<file path="src/rtl/pirq_router.sv">
module pirq_router #(
  parameter int NPIRQ    = 8,
  parameter int PIC_PINS = 16,
  parameter int IRQ_W    = 5,
  parameter int SEL_W    = 3,
  parameter int ADDR_W   = 4,
  localparam int NGSI    = PIC_PINS + NPIRQ,
  localparam int GSI_W   = $clog2(NGSI),
  localparam int PW      = $clog2(NPIRQ)
) (
  input  logic              clk,
  input  logic              rst_n,
  input  logic [NPIRQ-1:0]  pirq_in,
  input  logic              sci_in,
  input  logic              wr_en,
  input  logic [ADDR_W-1:0] wr_addr,
  input  logic [7:0]        wr_data,
  input  logic [PW-1:0]     rq_sel,
  output logic [NGSI-1:0]   gsi_out,
  output logic              route_chg,
  output logic              rq_en,
  output logic [GSI_W-1:0]  rq_irq
);

  logic [7:0]       rt [NPIRQ];
  logic [SEL_W-1:0] sci_sel;
  logic             gap_q;
  logic [NGSI-1:0]  nx;

  function automatic logic [GSI_W:0] sci_dec(input logic [SEL_W-1:0] s);
    case (s)
      SEL_W'(0): sci_dec = {1'b1, GSI_W'(9)};
      SEL_W'(1): sci_dec = {1'b1, GSI_W'(10)};
      SEL_W'(2): sci_dec = {1'b1, GSI_W'(11)};
      SEL_W'(4): sci_dec = {1'b1, GSI_W'(20)};
      SEL_W'(5): sci_dec = {1'b1, GSI_W'(21)};
      default:   sci_dec = '0;
    endcase
  endfunction

  wire [GSI_W:0] cur_sci = sci_dec(sci_sel);
  wire [GSI_W:0] new_sci = sci_dec(wr_data[SEL_W-1:0]);
  wire wr_rt  = wr_en && (int'(wr_addr) < NPIRQ);
  wire wr_ctl = wr_en && (int'(wr_addr) == NPIRQ);

  always_comb begin
    nx = '0;
    for (int i = 0; i < NPIRQ; i++) begin
      if (!rt[i][7] && int'(rt[i][IRQ_W-1:0]) < PIC_PINS)
        nx[rt[i][IRQ_W-1:0]] = nx[rt[i][IRQ_W-1:0]] | pirq_in[i];
      nx[PIC_PINS+i] = nx[PIC_PINS+i] | pirq_in[i];
    end
    if (cur_sci[GSI_W] && sci_in && !gap_q)
      nx[cur_sci[GSI_W-1:0]] = 1'b1;
  end

  always_ff @(posedge clk) begin
    if (!rst_n) begin
      for (int i = 0; i < NPIRQ; i++) rt[i] <= 8'h80;
      sci_sel   <= '0;
      gap_q     <= 1'b0;
      gsi_out   <= '0;
      route_chg <= 1'b0;
    end else begin
      if (wr_rt) rt[wr_addr[PW-1:0]] <= wr_data;
      if (wr_ctl) sci_sel <= wr_data[SEL_W-1:0];
      gap_q     <= wr_ctl && sci_in && (new_sci != cur_sci);
      gsi_out   <= nx;
      route_chg <= wr_rt;
    end
  end

  wire [7:0] q_rt  = rt[rq_sel];
  wire       q_low = int'(q_rt[IRQ_W-1:0]) < PIC_PINS;

  assign rq_en  = q_rt[7] | q_low;
  assign rq_irq = q_rt[7] ? GSI_W'(PIC_PINS + int'(rq_sel))
                : (q_low ? GSI_W'(q_rt[IRQ_W-1:0]) : '0);

endmodule

</file>
<file path="config.mk">
export PLATFORM = sky130hd
export DESIGN_NAME = pirq_router
export DESIGN_NICKNAME = d
export VERILOG_FILES = /design/src/rtl/pirq_router.sv
export SDC_FILE = /design/constraint.sdc
export NUM_CORES = 1
export LEC_CHECK = 0
export CAP_MARGIN = 25
export CORE_UTILIZATION = 47
export DETAILED_ROUTE_END_ITERATION = 8
export PLACE_DENSITY = 0.65
export SETUP_SLACK_MARGIN = 0.15
export SLEW_MARGIN = 20
export SYNTH_ARGS = -nofsm -noshare
export SYNTH_HDL_FRONTEND = slang
export SYNTH_SLANG_ARGS = --single-unit
export TNS_END_PERCENT = 5
</file>
<file path="constraint.sdc">
create_clock -name clk -period 9.7 [get_ports clk]
set_input_delay 0.97 -clock clk [delete_from_list [all_inputs] [get_ports clk]]
set_output_delay 0.97 -clock clk [all_outputs]
set_load 0.03 [all_outputs]
</file>
Word-level counts from Yosys, hierarchy flattened --
Memories as Yosys holds them, arrays and structs flattened. Cells that the tools add are included.
Storage, ports and cells: logic and storage cells 159, output and inout port bits 31, register bits after elaboration 29, memory bits (read-only) 32, memory bits (writable) 64, memories kept 2
Memories:
- rt | depth 8, width 8, rd ports 9, clocked after memory_dff 0, write ports 8, RTL line 25 | logic [7:0] rt [NPIRQ];
- (name not given) | depth 32, width 1, rd ports 1, clocked after memory_dff 0, write ports 0, RTL line 50 | nx[rt[i][IRQ_W-1:0]] = nx[rt[i][IRQ_W-1:0]] | pirq_in[i];
Operators by class: reduce and logical (&&, ||, !) cells 35, add/subtract/negate cells 1, mux-type cells 60, eq/ne operators 10, bitwise gates (word level) 19, order comparisons 28
Operator list (number):
- two-way mux 24 bit | 9
- bitwise mux 24 bit | 7
- case mux 6 bit (5 select lines) | 2
- less-than comparator 5 x 6 -> 1 bit, second input constant | 9
- demux 1 bit (select 5 bit) | 9
- greater-or-equal comparator 5 x 1 -> 1 bit, second input constant | 9
- less-than comparator 5 bit, second input constant | 9
- binary-select mux 1 bit (select 5 bit) | 7
- bitwise AND 24 bit | 1
- OR 24 bit | 1
- logical AND 1 bit | 23
- two-way mux 1 bit | 22
- OR 1 bit | 17
- equality test 3 bit, second input constant | 4
- two-way mux 5 bit | 2
- zero test 1 bit | 9
- two-way mux 8 bit | 1
- OR reduction 8 bit | 1
- equality test 3 x 1 -> 1 bit, second input constant | 2
- equality test 3 x 2 -> 1 bit, second input constant | 2
- zero test 3 bit | 2
- inequality test 6 bit | 1
- adder 5 x 3 -> 5 bit, first input constant | 1
- equality test 4 bit, second input constant | 1
- 2 further kinds | 2

Depth between registers and ports, before layout --
word-level depth 51, depth in mapped cells 21, mapped depth without buffers 18

Worst setup path after synthesis --
OpenSTA, ideal clock, no wires.
path type input-to-reg, from input pirq_in[0], to register gsi_out[12], setup time 136 ps, cell stages on the path 19, data required time 9564 ps, path slack 3952 ps, buffers on the path 1, arrival time 5613 ps, cell sequence or4b_1 clkbuf_1 o22ai_1 mux4_2 a2111oi_4 o221ai_2 o31a_1 a311o_1 a211oi_4 nand2_2 o221ai_2 o31ai_1 o311ai_4 o2111ai_2 a32oi_4 nand4_4 a31oi_2 mux4_2 a311oi_1
On the way: cells in the longest elaborated chain, start to end 47
Ends and longest elaborated chain:
- from (decl) | RTL line 13 | input logic [NPIRQ-1:0] pirq_in,
- OR 1 bit | RTL line 50
- bitwise AND 24 bit (no source line)
- two-way mux 24 bit | RTL line 49 | if (!rt[i][7] && int'(rt[i][IRQ_W-1:0]) < PIC_PINS)
- OR 1 bit | RTL line 51 | nx[PIC_PINS+i] = nx[PIC_PINS+i] | pirq_in[i];
- binary-select mux 1 bit (select 5 bit) | RTL line 50
- two-way mux 1 bit (not written as such) | RTL line 50
- OR 1 bit | RTL line 50
- bitwise mux 24 bit | RTL line 50
- [... 31 more ...]
- OR 1 bit | RTL line 51
- binary-select mux 1 bit (select 5 bit) | RTL line 50
- two-way mux 1 bit (not written as such) | RTL line 50
- OR 1 bit | RTL line 50
- bitwise mux 24 bit | RTL line 50
- two-way mux 24 bit (*) | RTL line 49
- OR 24 bit (no source line)
- two-way mux 24 bit (*) | RTL line 53 | if (cur_sci[GSI_W] && sci_in && !gap_q)
- to (signal assigned) | RTL line 68 | gsi_out <= nx;
- to (decl) | RTL line 19 | output logic [NGSI-1:0] gsi_out,
Mark *: on every way between the ends. The rest lies on a longest branch, timed or not. The select of a mux whose other input is x is not followed. A chain may end at the register's enable or synchronous reset.

Final worst setup path --
from input pirq_in[0], to register gsi_out[6]
Same word-level chain as after synthesis.

==> results.toml <==
[route]
vias = 8147
drtIter0Drc = 1020
drc_errors = 0
dr.pass1.iters = 6
antenna_left = 0
drt_wl_total_mm = 25.7
routedWlPerCell_um = 21.4
avgViaCountPerCell = 6.79

[cells_and_area]
n_antenna_cell = 0
final_common_cell = "nor2_1"
layout-drive-gt1-share = 0.0854
design.final.nets = 1006
layout_common_cells = "nor2_1, nand2_1, clkdlybuf4s50_1"
syn2layout_area_growth_pct = 11.7

[power_and_ir_drop]
total_power_w = 0.000979
leakage_nw = 2.68
p_per_area_mw_per_mm2 = 113
peakVddDrop_v = 0.000162

[clocking]
htreeDepth = 3
cts_hold_buf = 0
cts_resized = 0
tritoncts = "done"
root_buffer = "clkbuf_16"
cts.sinks = 77
numCtsBuffers = 9
clock_latency_ps = 330
clk_pin_slew_worst_paths_ps = 60
cts_buffer_depth = 2
post-cts-setup-buffers = 0

[sta]
fmax_mhz = 133
hold_viol = 0
setup_viol = 0
fin_crit_ps = 7510
post-route-period-util = 0.775
rsz0062_at_grt = "no"
tightest_slew_ps = 974
slew_viol_final = 0
whs_ps = 558
slew_headroom = 0.346
skew_ps = 5.12
setup_tns_ps = 0

[synth]
synth.top_cell.area_share = 0.186
yosys-top-cells-area = "edfxtp_1, dfxtp_1, mux4_2, nor2_1, nand2_1"
ys_ff_latch = 77
avgSynthCellArea_um2 = 7.94
ys_warn_count = 0
syn_area_mm2 = 0.00776
synth_edf_count = 48
synth_nets = 1004
syn_inst = 977
synth_flop_cell = "edfxtp_1"
yosysTopAreaCell = "edfxtp_1"
yosysUniqueCellTypes = 96
async_flop_share = 0
ys_seq_area_frac = 0.261

[die]
core_mm2 = 0.0160
die_w_um = 130
die-area_mm2 = 0.0170
die_height_um = 130
initial_core_util = 0.485
rows = 46
pin_count = 58

[global_route]
grt_util_all_layers = 0.312
antenna_found_initial = 0
overflow = 0
grt_pass1_vias = 7270
grt_max_degree = 24
grt_pass1_wl_mm = 40.6

[critical_path]
r2r_start = "rt[0][4]"
r2r_setup_slack_ps = 2950
worstPathArrival_ps = 7710
endpoint = "gsi_out[6]"
crit_fanout = 16
worstPathRequired_ps = 9900
worst_r2r_path_depth = 18
start_kind = "primary input"
path_class = "in2reg"
startpoint = "pirq_in[0]"
rr_endpoint = "gsi_out[6]"
critPathCaptureType = "flop"

[hold_path]
hp-class = "reg2reg"
hold_path_startpoint = "gap_q"

[placed_design]
gp_congestion = 0.965
hpwl_mm = 19.4
buffer_ports.inserted = 55

[outcome]
status = "finished clean"

[job]
maxCapViolations = 0
-- sequential cells by signal, indices dropped and copies added, names as in the netlist --
register / count
gsi_out: 24
gap_q: 1
rt: 48
route_chg: 1
sci_sel: 3
-- through the flow --
step                worst slack (ps)  instances  utilization  cell area [um2]
finish                          2190       1200        0.542             8670
global route                    1550       1200        0.542             8670
CTS                             2290       1200        0.541             8660
detailed placement              1940       1184        0.521             8330
global placement                2070       1184        0.521             8330
floorplan                       3950        977            -             7760
-- cells by family after synthesis --
logic type / synth area share
simple gates: 0.311
compound gates: 0.292
buf+inv: 0.0461
flops: 0.261
mux: 0.0832
xor+xnor: 0.00677
-- worst max-delay path: stages --
cell and delay (ps):
clkdlybuf4s50_1 680, or4bb_1 700, o22ai_1 190, mux4_2 520, a2111oi_4 640, or2_0 460, a41o_1 320, o2111ai_1 290
o22ai_1 350, o2111ai_1 180, nor2_1 260, nor2_1 90, o31ai_1 410, a22oi_1 230, a21oi_1 420, and2_1 290
mux2i_1 200, a31oi_4 360, o221ai_1 160
-- final cells by class --
| class | count | area [um2] |
|---|---|---|
| fillers | 1588 | 7330 |
| multi-input cells | 813 | 5390 |
| flip-flops and latches | 77 | 2020 |
| repair buffers | 61 | 596 |
| well taps | 216 | 270 |
| clock buffers | 9 | 225 |
| clock inverters | 7 | 105 |
| inverters | 17 | 63.8 |
-- where the power goes --
| part | internal [W] | switching [W] |
|---|---|---|
| combinational | 0.0000810 | 0.000128 |
| sequential | 0.000364 | 0.0000406 |
| clock | 0.000229 | 0.000136 |
| total | 0.000674 | 0.000305 |
-- synthesized netlist by cell type (13+ instances only) --
| library cell | instances |
|---|---|
| nor2_1 | 117 |
| nand2_1 | 89 |
| clkbuf_1 | 53 |
| edfxtp_1 | 48 |
| o21ai_0 | 46 |
| nor3_1 | 44 |
| a21oi_1 | 42 |
| and2_1 | 41 |
| nand3_1 | 34 |
| dfxtp_1 | 29 |
| a31oi_1 | 28 |
| nand2b_1 | 28 |
| o211ai_1 | 26 |
| mux4_2 | 20 |
| o22ai_1 | 16 |
| or3_1 | 16 |
| inv_1 | 15 |
| mux2i_1 | 15 |
| nor4_1 | 15 |
| nor2b_1 | 13 |
| o2111ai_1 | 13 |
-- routing by layer --
layer,global-route usage,part of all wire
met5,0,0
met3,0.0428,0.082
met1,0.455,0.45
met4,0.0953,0.024
met2,0.477,0.44
-- how the worst min path moves through the flow --
stage                   to  cells after the start
3_5_place_dp   gsi_out[11]                      2
2_1_floorplan        gap_q                      2
6_report       gsi_out[11]                      2
5_1_grt              gap_q                      2
3_3_place_gp   gsi_out[11]                      2
4_1_cts        gsi_out[11]                      2
(Power assumes the default switching activity.)
